$ cat src/rtl/opchain_pkg.sv
package opchain_pkg;
  localparam int NCTL = 4;
  localparam int SELW = $clog2(NCTL);

  typedef struct packed {
    logic            bypass;
    logic            shift;
    logic [SELW-1:0] ena_sel;
    logic [SELW-1:0] clr_sel;
  } opcfg_t;
endpackage

$ cat src/rtl/opchain_reg.sv
module opchain_reg
  import opchain_pkg::*;
#(
  parameter int W = 18
) (
  input  logic            clk,
  input  logic [NCTL-1:0] ena_pool,
  input  logic [NCTL-1:0] clr_pool,
  input  opcfg_t          cfg,
  input  logic [W-1:0]    par_d,
  input  logic [W-1:0]    shift_d,
  output logic [W-1:0]    q_o
);
  logic [W-1:0] d_sel;
  logic [W-1:0] q_reg;
  logic         load_fire;
  logic         clr_hit;

  assign d_sel     = cfg.shift ? shift_d : par_d;
  assign load_fire = ena_pool[cfg.ena_sel];
  assign clr_hit   = clr_pool[cfg.clr_sel];

  always_ff @(posedge clk or posedge clr_hit) begin
    if (clr_hit)        q_reg <= '0;
    else if (load_fire) q_reg <= d_sel;
  end

  assign q_o = cfg.bypass ? d_sel : q_reg;

  // while the chosen clear is high the register reads zero
  assert_clear_zero_R3: assert property (@(posedge clk)
    clr_hit |-> q_reg == '0);

  // no load request means the value is kept
  assert_hold_R4: assert property (@(posedge clk) disable iff (clr_hit)
    !load_fire |=> q_reg == $past(q_reg));

  // a load request captures the selected source
  assert_load_R1: assert property (@(posedge clk) disable iff (clr_hit)
    load_fire |=> q_reg == $past(d_sel));
endmodule

$ cat src/rtl/opchain_stage.sv
module opchain_stage
  import opchain_pkg::*;
#(
  parameter int W  = 18,
  parameter int NW = 9
) (
  input  logic            clk,
  input  logic [NCTL-1:0] ena_pool,
  input  logic [NCTL-1:0] clr_pool,
  input  logic            wide,
  input  opcfg_t          a_cfg,
  input  opcfg_t          b_cfg,
  input  logic [W-1:0]    a_par,
  input  logic [W-1:0]    b_par,
  input  logic [W-1:0]    a_chain,
  input  logic [W-1:0]    b_chain,
  output logic [W-1:0]    a_q,
  output logic [W-1:0]    b_q,
  output logic [2*W-1:0]  prod
);
  localparam int PW = 2 * W;
  localparam int NP = 2 * NW;

  function automatic logic signed [W-1:0] narrow_op(logic [W-1:0] v, logic full);
    if (full) return signed'(v);
    return signed'({{(W-NW){v[NW-1]}}, v[NW-1:0]});
  endfunction

  function automatic logic [PW-1:0] op_product(logic [W-1:0] a, logic [W-1:0] b,
                                              logic full);
    logic signed [PW-1:0] p;
    p = narrow_op(a, full) * narrow_op(b, full);
    return p;
  endfunction

  opchain_reg #(.W(W)) u_areg (
    .clk(clk), .ena_pool(ena_pool), .clr_pool(clr_pool), .cfg(a_cfg),
    .par_d(a_par), .shift_d(a_chain), .q_o(a_q));

  opchain_reg #(.W(W)) u_breg (
    .clk(clk), .ena_pool(ena_pool), .clr_pool(clr_pool), .cfg(b_cfg),
    .par_d(b_par), .shift_d(b_chain), .q_o(b_q));

  assign prod = op_product(a_q, b_q, wide);

  // in narrow mode the upper product bits are pure sign extension
  assert_narrow_ext_R7: assert property (@(posedge clk) disable iff (clr_pool != '0)
    !wide |-> (prod[PW-1:NP-1] == '0) || (&prod[PW-1:NP-1]));
endmodule

$ cat src/rtl/opreg_shift_chain.sv
module opreg_shift_chain
  import opchain_pkg::*;
#(
  parameter int STAGES = 4,
  parameter int W      = 18,
  parameter int NW     = 9
) (
  input  logic                    clk,
  input  logic [NCTL-1:0]         ena_i,
  input  logic [NCTL-1:0]         aclr_i,
  input  logic [STAGES-1:0]       wide_i,
  input  logic [STAGES-1:0]       a_bypass_i,
  input  logic [STAGES-1:0]       a_shift_i,
  input  logic [SELW*STAGES-1:0]  a_ena_sel_i,
  input  logic [SELW*STAGES-1:0]  a_clr_sel_i,
  input  logic [STAGES-1:0]       b_bypass_i,
  input  logic [STAGES-1:0]       b_shift_i,
  input  logic [SELW*STAGES-1:0]  b_ena_sel_i,
  input  logic [SELW*STAGES-1:0]  b_clr_sel_i,
  input  logic [STAGES*W-1:0]     a_data_i,
  input  logic [STAGES*W-1:0]     b_data_i,
  input  logic [W-1:0]            a_sin_i,
  input  logic [W-1:0]            b_sin_i,
  output logic [STAGES*W-1:0]     a_sout_o,
  output logic [STAGES*W-1:0]     b_sout_o,
  output logic [STAGES*2*W-1:0]   prod_o
);
  localparam int PW = 2 * W;

  logic [W-1:0] a_q [STAGES];
  logic [W-1:0] b_q [STAGES];

  for (genvar i = 0; i < STAGES; i++) begin : g_stage
    opcfg_t       a_cfg, b_cfg;
    logic [W-1:0] a_in, b_in;

    assign a_cfg = '{bypass: a_bypass_i[i], shift: a_shift_i[i],
                     ena_sel: a_ena_sel_i[SELW*i +: SELW],
                     clr_sel: a_clr_sel_i[SELW*i +: SELW]};
    assign b_cfg = '{bypass: b_bypass_i[i], shift: b_shift_i[i],
                     ena_sel: b_ena_sel_i[SELW*i +: SELW],
                     clr_sel: b_clr_sel_i[SELW*i +: SELW]};

    if (i == 0) begin : g_head
      assign a_in = a_sin_i;
      assign b_in = b_sin_i;
    end else begin : g_link
      assign a_in = a_q[i-1];
      assign b_in = b_q[i-1];
    end

    opchain_stage #(.W(W), .NW(NW)) u_stage (
      .clk(clk), .ena_pool(ena_i), .clr_pool(aclr_i), .wide(wide_i[i]),
      .a_cfg(a_cfg), .b_cfg(b_cfg),
      .a_par(a_data_i[W*i +: W]), .b_par(b_data_i[W*i +: W]),
      .a_chain(a_in), .b_chain(b_in),
      .a_q(a_q[i]), .b_q(b_q[i]),
      .prod(prod_o[PW*i +: PW]));

    assign a_sout_o[W*i +: W] = a_q[i];
    assign b_sout_o[W*i +: W] = b_q[i];
  end
endmodule

$ cat config.mk
export PLATFORM = sky130hd
export DESIGN_NAME = opreg_shift_chain
export DESIGN_NICKNAME = d
export VERILOG_FILES = /design/src/rtl/opchain_pkg.sv /design/src/rtl/opchain_reg.sv /design/src/rtl/opchain_stage.sv /design/src/rtl/opreg_shift_chain.sv
export SDC_FILE = /design/constraint.sdc
export NUM_CORES = 2
export LEC_CHECK = 0
export BUFFER_PORTS_ARGS = -buffer_cell sky130_fd_sc_hd__buf_2
export CORE_MARGIN = 2
export CORE_UTILIZATION = 40
export DETAILED_ROUTE_END_ITERATION = 8
export PLACE_DENSITY_LB_ADDON = 0.12
export SYNTH_ARGS = -nofsm -noshare
export SYNTH_HDL_FRONTEND = slang
export SYNTH_SLANG_ARGS = --single-unit
$ cat constraint.sdc
create_clock -name clk -period 10.9 [get_ports clk]
set_input_delay 0 -clock clk [delete_from_list [all_inputs] [get_ports clk]]
set_output_delay 0 -clock clk [all_outputs]
set_load 0.005 [all_outputs]
==> results.cfg <==
[synthesis]
muxShareOfSynthArea_pct = 3.332
synth_top_family_by_area = adder cells
ys.flop_type = dfrtp_1
synth_xor_area_share_pct = 2.264
ys_ff_latch = 144
synth-edff-count = 0
synth-compound-area-share_pct = 8.725
async_reset_ff_share_pct = 100.0
synth_seq_area_share_pct = 6.338
ys_warn_count = 0
synth_simple_gate_area_share_pct = 12.63
synthesis.nets = 8403
yosysUniqueCellTypes = 79
avgSynthCellArea_um2 = 8.783
syn_area_mm2 = 0.05686
synthCells = 6474
synthAdderAreaFrac_pct = 54.52

[sta]
fin_skew_ns = 0.01991
hold_violations = 0
tightest_slew_ns = 1.153
layout_setup_ws_ns = 0.4651
setup_viol = 0
fmax_mhz = 95.83
maxSlewViolCount = 0
max_slew_margin_pct = 23.13
fin_setup_tns_ns = 0
whs_ns = 0.03287
rsz0062_at_grt = false
final.period_utilization_pct = 95.73
min_period_ns = 10.43

[floorplanning]
fp.dieH_um = 381.0
die_w_um = 381.0
io_pins = 529
die_area_mm2 = 0.1452
core_mm2 = 0.1412
initial_core_util_pct = 40.26
num_rows = 138

[place]
port_buffers = 528
placed_area_mm2 = 0.06150
hpwlAfterDp_um = 176400
place_ws_ns = 0.5761
routabilityCongestion = 0.9258

[clock_network]
clockBufferDepth = 2
cts_num_sinks = 144
htreeDepth = 4
cts_buffers = 17
clk_pin_slew_ns = 0.06
post_cts_buffers = 0
cts_tree = done
clock_tree.root_cell = clkbuf_16
clock_latency_ns = 0.50

[cells_and_area]
seq_area_mm2 = 0.003603
area_delta_synth_final_pct = 12.16
layout-drive-gt1-share_pct = 11.88
multi_input_area_mm2 = 0.04635
fillers = 14270
finish.instance_area_mm2 = 0.06377
final_nets = 8964

[global_route]
grt_pass1_vias = 48710
grt_antenna_before_repair = 19
grt_pass1_wl_um = 313000
grt_max_degree = 60
overflow = 0
grtUsageTotal_pct = 29.07

[flow_run]
max_cap_violations = 0

[worst_setup_path]
cp_top_family = adder cells
cp-start-kind = flop
worst-path-buf-inv = 12
cp-end-kind = output port
crit_fanout = 16
cp_slowest_cell = fa_1
reg2regPathDepth = 11
r2r_end = g_stage[3].u_stage.u_areg.q_reg[4]$_DFFE_PP0P_
required_ns = 10.90
r2r_start = g_stage[0].u_stage.u_areg.q_reg[4]$_DFFE_PP0P_
cp.arrival_ns = 10.43
critical_path_class = reg2out
crit_top_cell = fa_1
r2r_setup_slack_ns = 7.18
cpPeakStageDelay_ns = 0.53

[routing]
wl_per_cell_um = 23.14
vias_per_cell = 5.170
wl_um = 207000
drc = 0
route.vias.total = 46240
first_iter_violations = 3355
final_antenna_net_count = 0
drt_pass1_iterations = 6

[min_path]
whs_endpoint = g_stage[1].u_stage.u_areg.q_reg[6]$_DFFE_PP0P_
min_path_cells = 3
min_from = a_data_i[24]
hp-class = in2reg

[outcome]
outcome = finished clean
==> cell usage in the layout (no fill, tap or decap), drive strengths merged, types with 11 or more instances in the layout <==
| cell type | count |
|---|---|
| nand3 | 22 |
| a31oi | 31 |
| o21a | 22 |
| a21oi | 344 |
| xor2 | 27 |
| ha | 372 |
| clkbuf | 21 |
| a21o | 178 |
| o221ai | 15 |
| o21ai | 55 |
| nor2b | 18 |
| nor2 | 852 |
| nand2 | 801 |
| buf | 644 |
| mux4 | 16 |
| dfrtp | 144 |
| or2 | 15 |
| o221a | 12 |
| and3 | 12 |
| and2 | 24 |
| nand2b | 23 |
| dlygate4sd3 | 170 |
| mux2i | 144 |
| inv | 1511 |
| fa | 1316 |
| o21bai | 11 |
| a211oi | 15 |
| xnor2 | 120 |
| and3b | 14 |
==> logic make-up (layout without fill, tap and decap cells) <==
| logic type | Yosys count | in the layout |
|---|---|---|
| xor+xnor | 147 | 147 |
| simple gates | 1807 | 1807 |
| buf+inv | 1783 | 2357 |
| flops | 144 | 144 |
| other cells | 0 | 7 |
| fa+ha+maj | 1688 | 1688 |
| compound gates | 744 | 744 |
| mux | 161 | 161 |
==> cell usage after synthesis (12+ instances only) <==
master | n | area [um2]
buf_2 | 51 | 255.2
nand2b_1 | 23 | 143.9
a21oi_1 | 333 | 1667
o21ai_0 | 55 | 275.3
a31oi_1 | 28 | 175.2
buf_1 | 20 | 75.07
xor2_1 | 27 | 236.5
o21a_1 | 22 | 165.2
ha_1 | 372 | 4654
fa_1 | 1316 | 26350
a211oi_1 | 13 | 97.59
or2_2 | 12 | 75.07
dfrtp_1 | 144 | 3603
inv_1 | 1454 | 5458
and3_1 | 12 | 75.07
nor2b_1 | 18 | 112.6
and3b_1 | 14 | 122.6
a21o_1 | 160 | 1201
nor2_1 | 851 | 3194
nand2_1 | 801 | 3007
xnor2_1 | 120 | 1051
and2_1 | 24 | 150.1
buf_4 | 20 | 150.1
clkbuf_1 | 169 | 634.4
nand3_1 | 22 | 110.1
a21o_2 | 16 | 140.1
inv_2 | 53 | 198.9
mux4_2 | 16 | 360.4
mux2i_1 | 135 | 1351
==> per-layer routing <==
| layer | up-vias | part of all wire [%] | track usage [%] |
|---|---|---|---|
| li1 | 20440 | - | - |
| met1 | 23640 | 41 | 38.32 |
| met2 | 1823 | 47 | 47.57 |
| met3 | 315 | 7.4 | 5.482 |
| met4 | 18 | 4.5 | 10.79 |
| met5 | - | 0.054 | 0 |
==> worst reg2reg max path, cell delays in order, from the launching register on <==
cell and delay (ns):
dfrtp_1 0.38, nor2_1 0.11, a21o_1 0.38, inv_2 0.30, mux2i_1 0.31, a21o_2 0.31
inv_2 0.24, mux2i_1 0.45, a21o_1 0.39, inv_2 0.26, mux2i_1 0.32, a21oi_1 0.11
==> layout make-up <==
| cell class | count | share of cell area (%) |
|---|---|---|
| clock inverter | 11 | 0.1275 |
| clock buffer | 21 | 0.7220 |
| multi-input combinational | 4547 | 72.68 |
| inverter | 1511 | 8.908 |
| antenna | 7 | 0.02747 |
| tap | 1890 | 3.708 |
| sequential | 144 | 5.651 |
| timing repair buffer | 814 | 8.178 |
==> how the worst max path moves through the flow <==
stage	start	to	cells after the start
2_1_floorplan	g_stage[0].u_stage.u_areg.q_reg[8]$_DFFE_PP0P_	prod_o[143]	33
3_3_place_gp	a_shift_i[0]	prod_o[143]	38
3_5_place_dp	a_shift_i[0]	prod_o[143]	38
4_1_cts	g_stage[0].u_stage.u_areg.q_reg[5]$_DFFE_PP0P_	prod_o[143]	37
5_1_grt	g_stage[0].u_stage.u_areg.q_reg[4]$_DFFE_PP0P_	prod_o[143]	37
6_report	g_stage[0].u_stage.u_areg.q_reg[4]$_DFFE_PP0P_	prod_o[143]	37
==> through the flow <==
| step | std cells | util [%] |
|---|---|---|
| after floorplan | 6474 | - |
| after detailed placement | 8736 | 43.54 |
| after global routing | 8941 | 45.14 |
| after global placement | 8736 | 43.54 |
| after CTS | 8937 | 45.12 |
| final | 8945 | 45.15 |
==> timing repair <==
| item | in CTS | in global routing |
|---|---|---|
| hold buffers | 169 | 1 |
| gates resized for setup | 0 | 3 |
| endpoints found under the setup margin | 0 | 6 |
| hold endpoints to repair | 175 | 1 |
Power is left out: the tool's default activity adds up to more than one toggle a clock period on the data nets, which glitch-free logic cannot reach.
